$ cat config.mk
export PLATFORM = sky130hd
export DESIGN_NAME = sdma_chan_csr
export DESIGN_NICKNAME = d
export VERILOG_FILES = /design/src/rtl/sdma_csr_pkg.sv /design/src/rtl/sdma_addr_dec.sv /design/src/rtl/sdma_chan_regs.sv /design/src/rtl/sdma_chan_csr.sv
export SDC_FILE = /design/constraint.sdc
export NUM_CORES = 1
export LEC_CHECK = 0
export CAP_MARGIN = 40
export CORE_MARGIN = 2
export CORE_UTILIZATION = 25
export DETAILED_ROUTE_END_ITERATION = 10
export HOLD_SLACK_MARGIN = 0.02
export PLACE_DENSITY = 0.5
export SLEW_MARGIN = 10
export SYNTH_ARGS = -nofsm -noshare
export SYNTH_HDL_FRONTEND = slang
export SYNTH_HIERARCHICAL = 1
export SYNTH_SLANG_ARGS = --single-unit
$ cat constraint.sdc
create_clock -name clk -period 5.7 [get_ports clk]
set_clock_uncertainty 0.2 [all_clocks]
set_input_delay 1.14 -clock clk [delete_from_list [all_inputs] [get_ports clk]]
set_output_delay 1.14 -clock clk [all_outputs]
set_load 0.01 [all_outputs]
$ cat src/rtl/sdma_csr_pkg.sv
package sdma_csr_pkg;

    localparam int OFF_W = 5;

    localparam logic [OFF_W-1:0] OFF_CTRL = 5'h00;
    localparam logic [OFF_W-1:0] OFF_STAT = 5'h02;
    localparam logic [OFF_W-1:0] OFF_CNT  = 5'h04;
    localparam logic [OFF_W-1:0] OFF_PTR  = 5'h0C;
    localparam logic [OFF_W-1:0] OFF_FIN  = 5'h14;
    localparam logic [OFF_W-1:0] OFF_FOUT = 5'h16;

    localparam int CTL_MASK_BIT = 8;
    localparam int CTL_GO_BIT   = 7;
    localparam int CTL_RST_BIT  = 5;

    localparam int STS_PERR_BIT = 0;
    localparam int STS_UIRQ_BIT = 4;
    localparam int STS_STOP_BIT = 6;

    // compact order of the latched flags inside a channel
    localparam int FLAG_PERR = 0;
    localparam int FLAG_UIRQ = 1;
    localparam int FLAG_STOP = 2;
    localparam int NUM_FLAGS = 3;

    typedef enum logic [1:0] {
        TM_SLOW0 = 2'd0,
        TM_SLOW1 = 2'd1,
        TM_MID   = 2'd2,
        TM_FAST  = 2'd3
    } timing_mode_e;

endpackage

$ cat src/rtl/sdma_addr_dec.sv
module sdma_addr_dec
    import sdma_csr_pkg::*;
#(
    parameter int NUM_CH    = 2,
    parameter int ADDR_W    = 8,
    parameter int CH_BASE   = 'h80,
    parameter int CH_STRIDE = 'h20,
    parameter int LOCK_ADDR = 'hC7
) (
    input  logic [ADDR_W-1:0] addr,
    output logic              hit_lock,
    output logic [NUM_CH-1:0] ch_sel,
    output logic [OFF_W-1:0]  offs
);

    always_comb begin
        hit_lock = (int'(addr) == LOCK_ADDR);
        ch_sel   = '0;
        offs     = '0;
        for (int ch = 0; ch < NUM_CH; ch++) begin
            int rel;
            rel = int'(addr) - CH_BASE - ch * CH_STRIDE;
            if (rel >= 0 && rel < CH_STRIDE) begin
                ch_sel[ch] = 1'b1;
                offs       = rel[OFF_W-1:0];
            end
        end
    end

endmodule

$ cat src/rtl/sdma_chan_regs.sv
module sdma_chan_regs
    import sdma_csr_pkg::*;
#(
    parameter int DATA_W = 32,
    parameter int CNT_W  = 16,
    parameter int PTR_W  = 32,
    parameter int THR_W  = 16
) (
    input  logic              clk,
    input  logic              rst_n,
    input  logic              wr_en,
    input  logic              rd_en,
    input  logic [OFF_W-1:0]  offs,
    input  logic [DATA_W-1:0] wdata,
    input  logic              lock_ok,
    input  logic              evt_perr,
    input  logic              evt_uirq,
    input  logic              evt_stop,
    output logic [DATA_W-1:0] rdata,
    output logic              eng_reset,
    output logic              eng_start,
    output logic              irq_mask,
    output logic              pkt_active,
    output logic [1:0]        timing_mode,
    output logic [CNT_W-1:0]  pkt_count,
    output logic [PTR_W-1:0]  next_ptr,
    output logic [THR_W-1:0]  fifo_in_thr,
    output logic [THR_W-1:0]  fifo_out_thr,
    output logic [NUM_FLAGS-1:0] flags,
    output logic              irq
);

    typedef struct packed {
        logic                 mask;
        logic                 rst;
        timing_mode_e         mode;
        logic [CNT_W-1:0]     cnt;
        logic [PTR_W-1:0]     ptr;
        logic [THR_W-1:0]     fin;
        logic [THR_W-1:0]     fout;
        logic [NUM_FLAGS-1:0] stat;
        logic                 start;
        logic                 active;
    } chan_st_t;

    chan_st_t st_d, st_q;
    logic [NUM_FLAGS-1:0] evt_vec;
    logic [NUM_FLAGS-1:0] stat_keep;
    logic                 stat_rd;

    always_comb begin
        evt_vec            = '0;
        evt_vec[FLAG_PERR] = evt_perr;
        evt_vec[FLAG_UIRQ] = evt_uirq;
        evt_vec[FLAG_STOP] = evt_stop;
        stat_rd            = rd_en && (offs == OFF_STAT);
        stat_keep          = stat_rd ? '0 : st_q.stat;

        st_d       = st_q;
        st_d.start = 1'b0;
        if (wr_en) begin
            case (offs)
                OFF_CTRL: begin
                    st_d.mask = wdata[CTL_MASK_BIT];
                    st_d.rst  = wdata[CTL_RST_BIT];
                    st_d.mode = timing_mode_e'(wdata[1:0]);
                    if (wdata[CTL_GO_BIT] && lock_ok && !wdata[CTL_RST_BIT]) begin
                        st_d.start = 1'b1;
                    end
                end
                OFF_CNT:  st_d.cnt  = wdata[CNT_W-1:0];
                OFF_PTR:  st_d.ptr  = wdata[PTR_W-1:0];
                OFF_FIN:  st_d.fin  = wdata[THR_W-1:0];
                OFF_FOUT: st_d.fout = wdata[THR_W-1:0];
                default:  ;
            endcase
        end
        if (st_d.rst) begin
            st_d.active = 1'b0;
        end else if (st_d.start) begin
            st_d.active = 1'b1;
        end
        st_d.stat = stat_keep | evt_vec;
    end

    always_ff @(posedge clk) begin
        if (!rst_n) begin
            st_q      <= '0;
            st_q.mask <= 1'b1;
        end else begin
            st_q <= st_d;
        end
    end

    always_comb begin
        rdata = '0;
        case (offs)
            OFF_CTRL: begin
                rdata[CTL_MASK_BIT] = st_q.mask;
                rdata[CTL_RST_BIT]  = st_q.rst;
                rdata[1:0]          = st_q.mode;
            end
            OFF_STAT: begin
                rdata[STS_PERR_BIT] = st_q.stat[FLAG_PERR];
                rdata[STS_UIRQ_BIT] = st_q.stat[FLAG_UIRQ];
                rdata[STS_STOP_BIT] = st_q.stat[FLAG_STOP];
            end
            OFF_CNT:  rdata = DATA_W'(st_q.cnt);
            OFF_PTR:  rdata = DATA_W'(st_q.ptr);
            OFF_FIN:  rdata = DATA_W'(st_q.fin);
            OFF_FOUT: rdata = DATA_W'(st_q.fout);
            default:  rdata = '0;
        endcase
    end

    assign eng_reset    = st_q.rst;
    assign eng_start    = st_q.start;
    assign irq_mask     = st_q.mask;
    assign pkt_active   = st_q.active;
    assign timing_mode  = st_q.mode;
    assign pkt_count    = st_q.cnt;
    assign next_ptr     = st_q.ptr;
    assign fifo_in_thr  = st_q.fin;
    assign fifo_out_thr = st_q.fout;
    assign flags        = st_q.stat;
    assign irq          = (|st_q.stat) && !st_q.mask;

endmodule

$ cat src/rtl/sdma_chan_csr.sv
module sdma_chan_csr
    import sdma_csr_pkg::*;
#(
    parameter int NUM_CH    = 2,
    parameter int ADDR_W    = 8,
    parameter int DATA_W    = 32,
    parameter int CNT_W     = 16,
    parameter int PTR_W     = 32,
    parameter int THR_W     = 16,
    parameter int CH_BASE   = 'h80,
    parameter int CH_STRIDE = 'h20,
    parameter int LOCK_ADDR = 'hC7,
    parameter int LOCK_W    = 8,
    parameter int LOCK_KEY  = 'h07
) (
    input  logic                     clk,
    input  logic                     rst_n,
    input  logic                     req_valid,
    output logic                     req_ready,
    input  logic                     req_write,
    input  logic [ADDR_W-1:0]        req_addr,
    input  logic [DATA_W-1:0]        req_wdata,
    output logic                     rsp_valid,
    output logic [DATA_W-1:0]        rsp_rdata,
    input  logic [NUM_CH-1:0]        evt_perr,
    input  logic [NUM_CH-1:0]        evt_uirq,
    input  logic [NUM_CH-1:0]        evt_stop,
    output logic [NUM_CH-1:0]        eng_reset,
    output logic [NUM_CH-1:0]        eng_start,
    output logic [NUM_CH-1:0]        irq_mask,
    output logic [NUM_CH-1:0]        pkt_active,
    output logic [NUM_CH*2-1:0]      timing_mode,
    output logic [NUM_CH*CNT_W-1:0]  pkt_count,
    output logic [NUM_CH*PTR_W-1:0]  next_ptr,
    output logic [NUM_CH*THR_W-1:0]  fifo_in_thr,
    output logic [NUM_CH*THR_W-1:0]  fifo_out_thr,
    output logic [NUM_CH-1:0]        irq
);

    localparam int FLAGS_W = NUM_CH * NUM_FLAGS;

    typedef struct packed {
        logic [LOCK_W-1:0] lock;
        logic              rvalid;
        logic [DATA_W-1:0] rdata;
    } top_st_t;

    top_st_t st_d, st_q;

    logic                    hit_lock;
    logic [NUM_CH-1:0]       ch_sel;
    logic [OFF_W-1:0]        offs;
    logic                    acc_rd;
    logic                    acc_wr;
    logic                    lock_ok;
    logic [LOCK_W-1:0]       lock_val;
    logic [DATA_W-1:0]       ch_rdata [NUM_CH];
    logic [FLAGS_W-1:0]      stat_flat;
    logic [DATA_W-1:0]       rd_mux;

    assign req_ready = 1'b1;
    assign acc_rd    = req_valid && !req_write;
    assign acc_wr    = req_valid && req_write;
    assign lock_val  = st_q.lock;
    assign lock_ok   = (st_q.lock == LOCK_W'(LOCK_KEY));

    sdma_addr_dec #(
        .NUM_CH    (NUM_CH),
        .ADDR_W    (ADDR_W),
        .CH_BASE   (CH_BASE),
        .CH_STRIDE (CH_STRIDE),
        .LOCK_ADDR (LOCK_ADDR)
    ) dec_i (
        .addr     (req_addr),
        .hit_lock (hit_lock),
        .ch_sel   (ch_sel),
        .offs     (offs)
    );

    for (genvar c = 0; c < NUM_CH; c++) begin : g_ch
        sdma_chan_regs #(
            .DATA_W (DATA_W),
            .CNT_W  (CNT_W),
            .PTR_W  (PTR_W),
            .THR_W  (THR_W)
        ) chan_i (
            .clk          (clk),
            .rst_n        (rst_n),
            .wr_en        (acc_wr && ch_sel[c]),
            .rd_en        (acc_rd && ch_sel[c]),
            .offs         (offs),
            .wdata        (req_wdata),
            .lock_ok      (lock_ok),
            .evt_perr     (evt_perr[c]),
            .evt_uirq     (evt_uirq[c]),
            .evt_stop     (evt_stop[c]),
            .rdata        (ch_rdata[c]),
            .eng_reset    (eng_reset[c]),
            .eng_start    (eng_start[c]),
            .irq_mask     (irq_mask[c]),
            .pkt_active   (pkt_active[c]),
            .timing_mode  (timing_mode[c*2 +: 2]),
            .pkt_count    (pkt_count[c*CNT_W +: CNT_W]),
            .next_ptr     (next_ptr[c*PTR_W +: PTR_W]),
            .fifo_in_thr  (fifo_in_thr[c*THR_W +: THR_W]),
            .fifo_out_thr (fifo_out_thr[c*THR_W +: THR_W]),
            .flags        (stat_flat[c*NUM_FLAGS +: NUM_FLAGS]),
            .irq          (irq[c])
        );
    end

    always_comb begin
        rd_mux = '0;
        if (hit_lock) begin
            rd_mux = DATA_W'(st_q.lock);
        end
        for (int c = 0; c < NUM_CH; c++) begin
            if (ch_sel[c]) begin
                rd_mux = ch_rdata[c];
            end
        end
    end

    always_comb begin
        st_d        = st_q;
        st_d.rvalid = acc_rd;
        if (acc_rd) begin
            st_d.rdata = rd_mux;
        end
        if (acc_wr && hit_lock) begin
            st_d.lock = req_wdata[LOCK_W-1:0];
        end
    end

    always_ff @(posedge clk) begin
        if (!rst_n) begin
            st_q <= '0;
        end else begin
            st_q <= st_d;
        end
    end

    assign rsp_valid = st_q.rvalid;
    assign rsp_rdata = st_q.rdata;

endmodule

======== After elaboration in Yosys (flattened, before gate mapping) ========
Index checks and enable logic that the tools add are counted.
word-level totals
  flip-flop bits (word level) ............. 219
  bits in latches ......................... 0
  memory bits (writable) .................. 0
  memory bits (read-only) ................. 0
  input bits .............................. 50
  output and inout bits ................... 208
  logic and storage cells ................. 116
  memories ................................ 0
cells by class
  add/sub/neg operators ................... 2
  $mul .................................... 0
  divide/modulo/power cells ............... 0
  $lt $le $gt $ge ......................... 4
  equal/unequal tests ..................... 7
  shift operators ......................... 0
  mux-type cells .......................... 43
  bitwise gates (word level) .............. 3
  reductions and logical operators ........ 34
operators by type and width
  operator                                                             number
  case mux 23 bit (4 select lines)                                     2
  two-way mux 83 bit                                                   2
  two-way mux 32 bit                                                   4
  two-way mux 16 bit                                                   6
  greater-or-equal comparator 32 x 1 -> 1 bit (second input constant)  2
  less-than comparator 32 x 7 -> 1 bit (second input constant)         2
  case mux 1 bit (5 select lines)                                      10
  subtractor 32 x 7 -> 32 bit (second input constant)                  1
  AND reduction 2 bit                                                  10
  case mux 2 bit (4 select lines)                                      2
  logical AND 1 bit                                                    15
  two-way mux 3 bit                                                    4
  case mux 1 bit (6 select lines)                                      2
  == test 5 bit (second input constant)                                2
  two-way mux 5 bit                                                    2
  subtractor 8 x 8 -> 9 bit (second input constant)                    1
  == test 8 x 3 -> 1 bit (second input constant)                       1
  == test 8 x 7 -> 1 bit (second input constant)                       1
  two-way mux 8 bit                                                    1
  case mux 1 bit (4 select lines)                                      2
  two-way mux 1 bit                                                    6
  OR 3 bit                                                             2
  OR reduction 3 bit                                                   2
  == test 5 x 2 -> 1 bit (second input constant)                       1
  6 further kinds                                                      10

======== Depth between registers and ports, before layout ========
  depth after elaboration ................. 9
  mapped depth ............................ 18

======== Hierarchy ========
Netlist, hierarchy kept.
by module, submodules not included
  module          instances  cells an instance  area each (um^2)  seq. area each (um^2)
  sdma_chan_regs  2          447                4,205.3           1,781.7
  sdma_chan_csr   1          226                2,024.4           820.8
  sdma_addr_dec   1          40                 311.5             0.0

======== Least setup slack after synthesis ========
No wires, ideal clock.
  path kind ............................... input to register
  start point ............................. input port req_addr[5]
  end point ............................... register st_q, in the netlist rsp_rdata[5]
  setup time .............................. 0.132 ns
  arrival time ............................ 4.149 ns
  path slack .............................. 1.219 ns
  stages on the path ...................... 15
  path buffers ............................ 2
  cells stage by stage .................... buf_6 -> inv_1 -> ha_1 -> inv_1 -> ha_1 -> nand3_1 -> nor3b_1 -> ha_1 -> a221o_1 -> buf_6 -> mux2_1 -> a32o_1 -> a221o_1 -> a221oi_1 -> o22ai_1
RTL lines
  element                                                                                              RTL line              RTL
  start: declaration                                                                                   sdma_chan_csr.sv:21   input logic [ADDR_W-1:0] req_addr,
  subtractor 8 x 8 -> 9 bit *                                                                          sdma_addr_dec.sv:22   rel = int'(addr) - CH_BASE - ch * CH_STRIDE;
  subtractor 32 x 7 -> 32 bit *                                                                        sdma_addr_dec.sv:22
  greater-or-equal comparator 32 x 1 -> 1 bit or less-than comparator 32 x 7 -> 1 bit (tied branches)  sdma_addr_dec.sv:23   if (rel >= 0 && rel < CH_STRIDE) begin
  logical AND 1 bit *                                                                                  sdma_addr_dec.sv:23
  two-way mux 1 bit *                                                                                  sdma_addr_dec.sv:23
  net ch_sel[1]                                                                                        sdma_chan_csr.sv:51   logic [NUM_CH-1:0] ch_sel;
  two-way mux 32 bit *                                                                                 sdma_chan_csr.sv:118  if (ch_sel[c]) begin
  end signal: assignment                                                                               sdma_chan_csr.sv:139  st_q <= st_d;
  end: declaration                                                                                     sdma_chan_csr.sv:48   top_st_t st_d, st_q;
Mark *: on every way through the listed nets, which the timed path passes. The rest lies on a longest branch.
A chain may end at the register's enable or synchronous reset.

======== Worst setup path in the final report ========
  start point ............................. input port req_addr[5]
  end point ............................... register st_q, in the netlist rsp_rdata[3]
Same word-level chain as after synthesis.

==> results.txt <==
status -> finished, final reports clean
initial core utilization -> 0.254
worst-path cell chain -> clkdlybuf4s50_1, inv_1, ha_1, inv_1, ha_1, nand3_1, nor3b_1, ha_2, a221o_1, buf_4, or3b_4, nor4b_1, or4_1, a221oi_1, o22ai_1
dpl cell area -> 13,700 µm²
fraction of layout instances using a drive strength above 1 -> 0.0875
Clock transition at path regs -> 0.06 ns
number of synthesized register bits -> 219
Die Span X -> 211 µm
drt pass-1 iters -> 5
detailed-route DRC error count -> 0
Worst Path Required -> 5.92 ns
Final #Nets -> 1,441
hold crit path type -> reg2reg
final wirelength -> 41,100 µm
CP endpoint kind -> flip-flop
hold buffer count at cts -> 0
clock root cell -> clkbuf_16
logic gate share of total power -> 0.072
first-pass GRT wire length -> 60,400 µm
Fill cells -> 4,347
Clock power frac -> 0.502
slowest CP cell -> or4_1
Setup Crit Path Kind -> in2reg
Core Box Area -> 42,200 µm²
maximum vdd ir drop -> 0.158 mV
CTS Buffer Depth -> 3
final setup slack of the worst path -> 1.07 ns
maxcap violations -> 0
Setup Viol. Count Final -> 0
GRT Util Overall -> 0.179
ys flop type -> dfxtp_1
hold_ws -> 0.272 ns
DR vias -> 9,401
post-cts sizing count -> 0
relative slew slack -> 0.433
Skew-Pair Late Insertion Delay -> 0.55 ns
crit path max fanout -> 12
crit path launch type -> input port
PD cells -> 248 nW/µm²
GR Overflow Total -> 0
Static Leakage -> 5.99 nW
Die ar. -> 44,700 µm²
Final GP Congestion -> 0.823
minimum clock period -> 4.63 ns
vias in the first global route -> 9,166
final slew viol count -> 0
RSZ-0062 raised after global routing -> no
register area share after synthesis -> 0.408
Post-synth EDFFs -> 0
H-tree depth -> 1
post-synthesis cell type count -> 57
Syn Nets -> 1,214
mapped cell area -> 10,700 µm²
Detailed Place HPWL -> 30,200 µm
Syn-to-layout area delta -> 36.2%
pre-CTS WS -> 0.503 ns
max incr delay on CP -> 0.56 ns
final hold viol count -> 0
post-route cell area -> 14,600 µm²
largest net degree at the start of global routing -> 124
antenna violations before repair -> 1
multi-input logic area -> 5640 µm²
Sw Ratio -> 0.240
Inserted Clock Buffers -> 27
Die Ht -> 211 µm
Fmax -> 216 MHz
asr flop ratio synth -> 0
Tcrit/Tclk final -> 0.813
total clock sinks -> 219
PortBufs -> 256
register area -> 4380 µm²
Routed Antenna Nets -> 0
switching power -> 0.871 mW
I/O pin count -> 258
mean area per synthesized cell -> 9.26 µm²
worst slew pin tran -> 0.847 ns
DR iter-0 viols -> 636
CTS tree -> done
Synth warnings -> 6
Mapped Cells -> 1,160
Post-CTS Setup Inserts -> 0
WL/cell -> 21.1 µm
Worst EP arrival -> 4.85 ns
Seq pwr share -> 0.425
setup TNS -> 0 ns
ANT cells -> 0
Internal -> 2.75 mW
Core Rows -> 75
vias per inst -> 4.83
metrics by stage:
stage / util / instances / total power [mW]
after floorplan: - / 1160 / 1.74
after global placement: 0.324 / 1895 / 1.83
after detailed placement: 0.324 / 1897 / 1.84
after CTS: 0.347 / 1945 / 3.67
after global routing: 0.347 / 1945 / 3.75
final: 0.347 / 1945 / 3.62
worst max-delay path, delay by kind of cell:
kind	cells	cell delay [ns]
simple gates	5	1.24
fa+ha+maj	3	0.73
compound gates	3	0.89
buf+inv	4	0.85
Yosys cell counts, types with 12 or more instances:
library cell / count / area (µm²)
nand2_1: 275 / 1030
and3_1: 12 / 75.1
buf_2: 16 / 80.1
a22o_1: 24 / 210
a21oi_1: 18 / 90.1
nor2b_1: 17 / 106
nor2_1: 17 / 63.8
buf_6: 23 / 259
buf_4: 15 / 113
or3b_2: 18 / 158
a221o_1: 29 / 290
clkbuf_1: 36 / 135
mux2i_1: 216 / 2160
nand3b_1: 20 / 150
dfxtp_1: 219 / 4380
o22ai_1: 16 / 100
and2_1: 36 / 225
inv_1: 35 / 131
cell usage in the layout (no fill, tap or decap), drive strengths merged, types with 5 or more instances in the layout:
| cell type | count |
|---|---|
| nand2 | 275 |
| clkdlybuf4s50 | 255 |
| dfxtp | 219 |
| mux2i | 216 |
| clkbuf | 38 |
| inv | 37 |
| and2 | 36 |
| buf | 34 |
| a221o | 29 |
| a22o | 24 |
| nand3b | 20 |
| or3b | 20 |
| nor2 | 20 |
| nor2b | 20 |
| a21oi | 18 |
| o22ai | 16 |
| and3 | 12 |
| nand2b | 10 |
| nand3 | 10 |
| a221oi | 8 |
| nor3 | 8 |
| nand4 | 7 |
| o21ai | 6 |
| a31oi | 6 |
| clkinv | 5 |
| nor4 | 5 |
state kept, by name, indices dropped and copies added (netlist names):
| name | cells |
|---|---|
| g_ch.chan_i/pkt_count | 32 |
| lock_val | 8 |
| g_ch.chan_i/next_ptr | 64 |
| g_ch.chan_i/timing_mode | 4 |
| g_ch.chan_i/fifo_out_thr | 32 |
| g_ch.chan_i/eng_reset | 2 |
| g_ch.chan_i/irq_mask | 2 |
| g_ch.chan_i/flags | 6 |
| rsp_rdata | 32 |
| g_ch.chan_i/pkt_active | 2 |
| rsp_valid | 1 |
| g_ch.chan_i/eng_start | 2 |
| g_ch.chan_i/fifo_in_thr | 32 |
metal layers:
metal	global-route usage	part of all wire	vias to the layer above
met5	0	0.00034	-
met1	0.242	0.45	4537
met4	0.0483	0.028	2
li1	-	-	4484
met3	0.0463	0.072	59
met2	0.282	0.45	319
power groups by stage:
stage | combinational (mW) | sequential [mW] | clock (mW)
3_3_place_gp | 0.260 | 1.57 | 0
5_1_grt | 0.281 | 1.54 | 1.93
2_1_floorplan | 0.161 | 1.57 | 0
6_report | 0.261 | 1.54 | 1.82
3_5_place_dp | 0.261 | 1.57 | 0
4_1_cts | 0.262 | 1.54 | 1.87
final timing paths:
check | startpoint | end | slack (ns) | cells after the start
setup reg to reg | g_ch[0].chan_i/fifo_out_thr[5] | rsp_rdata[5] | 3.70 | 5
setup / recovery | req_addr[5] | rsp_rdata[3] | 1.07 | 15
hold / removal | g_ch[1].chan_i/next_ptr[29] | g_ch[1].chan_i/next_ptr[29] | 0.27 | 2
hold reg to reg | g_ch[1].chan_i/next_ptr[29] | g_ch[1].chan_i/next_ptr[29] | 0.27 | 2
kinds of logic after synthesis:
family,after synthesis,synth area share
DFF,219,0.408
xor gates and xnor gates,2,0.00163
and+or+nand+nor,468,0.227
other,1,0.000349
adders and majority gates,4,0.00466
AOI/OAI and AO/OA,119,0.0866
muxes,218,0.203
buffers and inverters,129,0.0686
area by class of cell:
type	instances	share of cell area
Sequential cell	219	0.300
Clock inverter	11	0.0109
Multi-Input combinational cell	812	0.386
Timing Repair Buffer	290	0.195
Clock buffer	37	0.0528
Inverter	37	0.00949
Tap cell	539	0.0461
No activity file was read; power rests on OpenSTA's default activity.
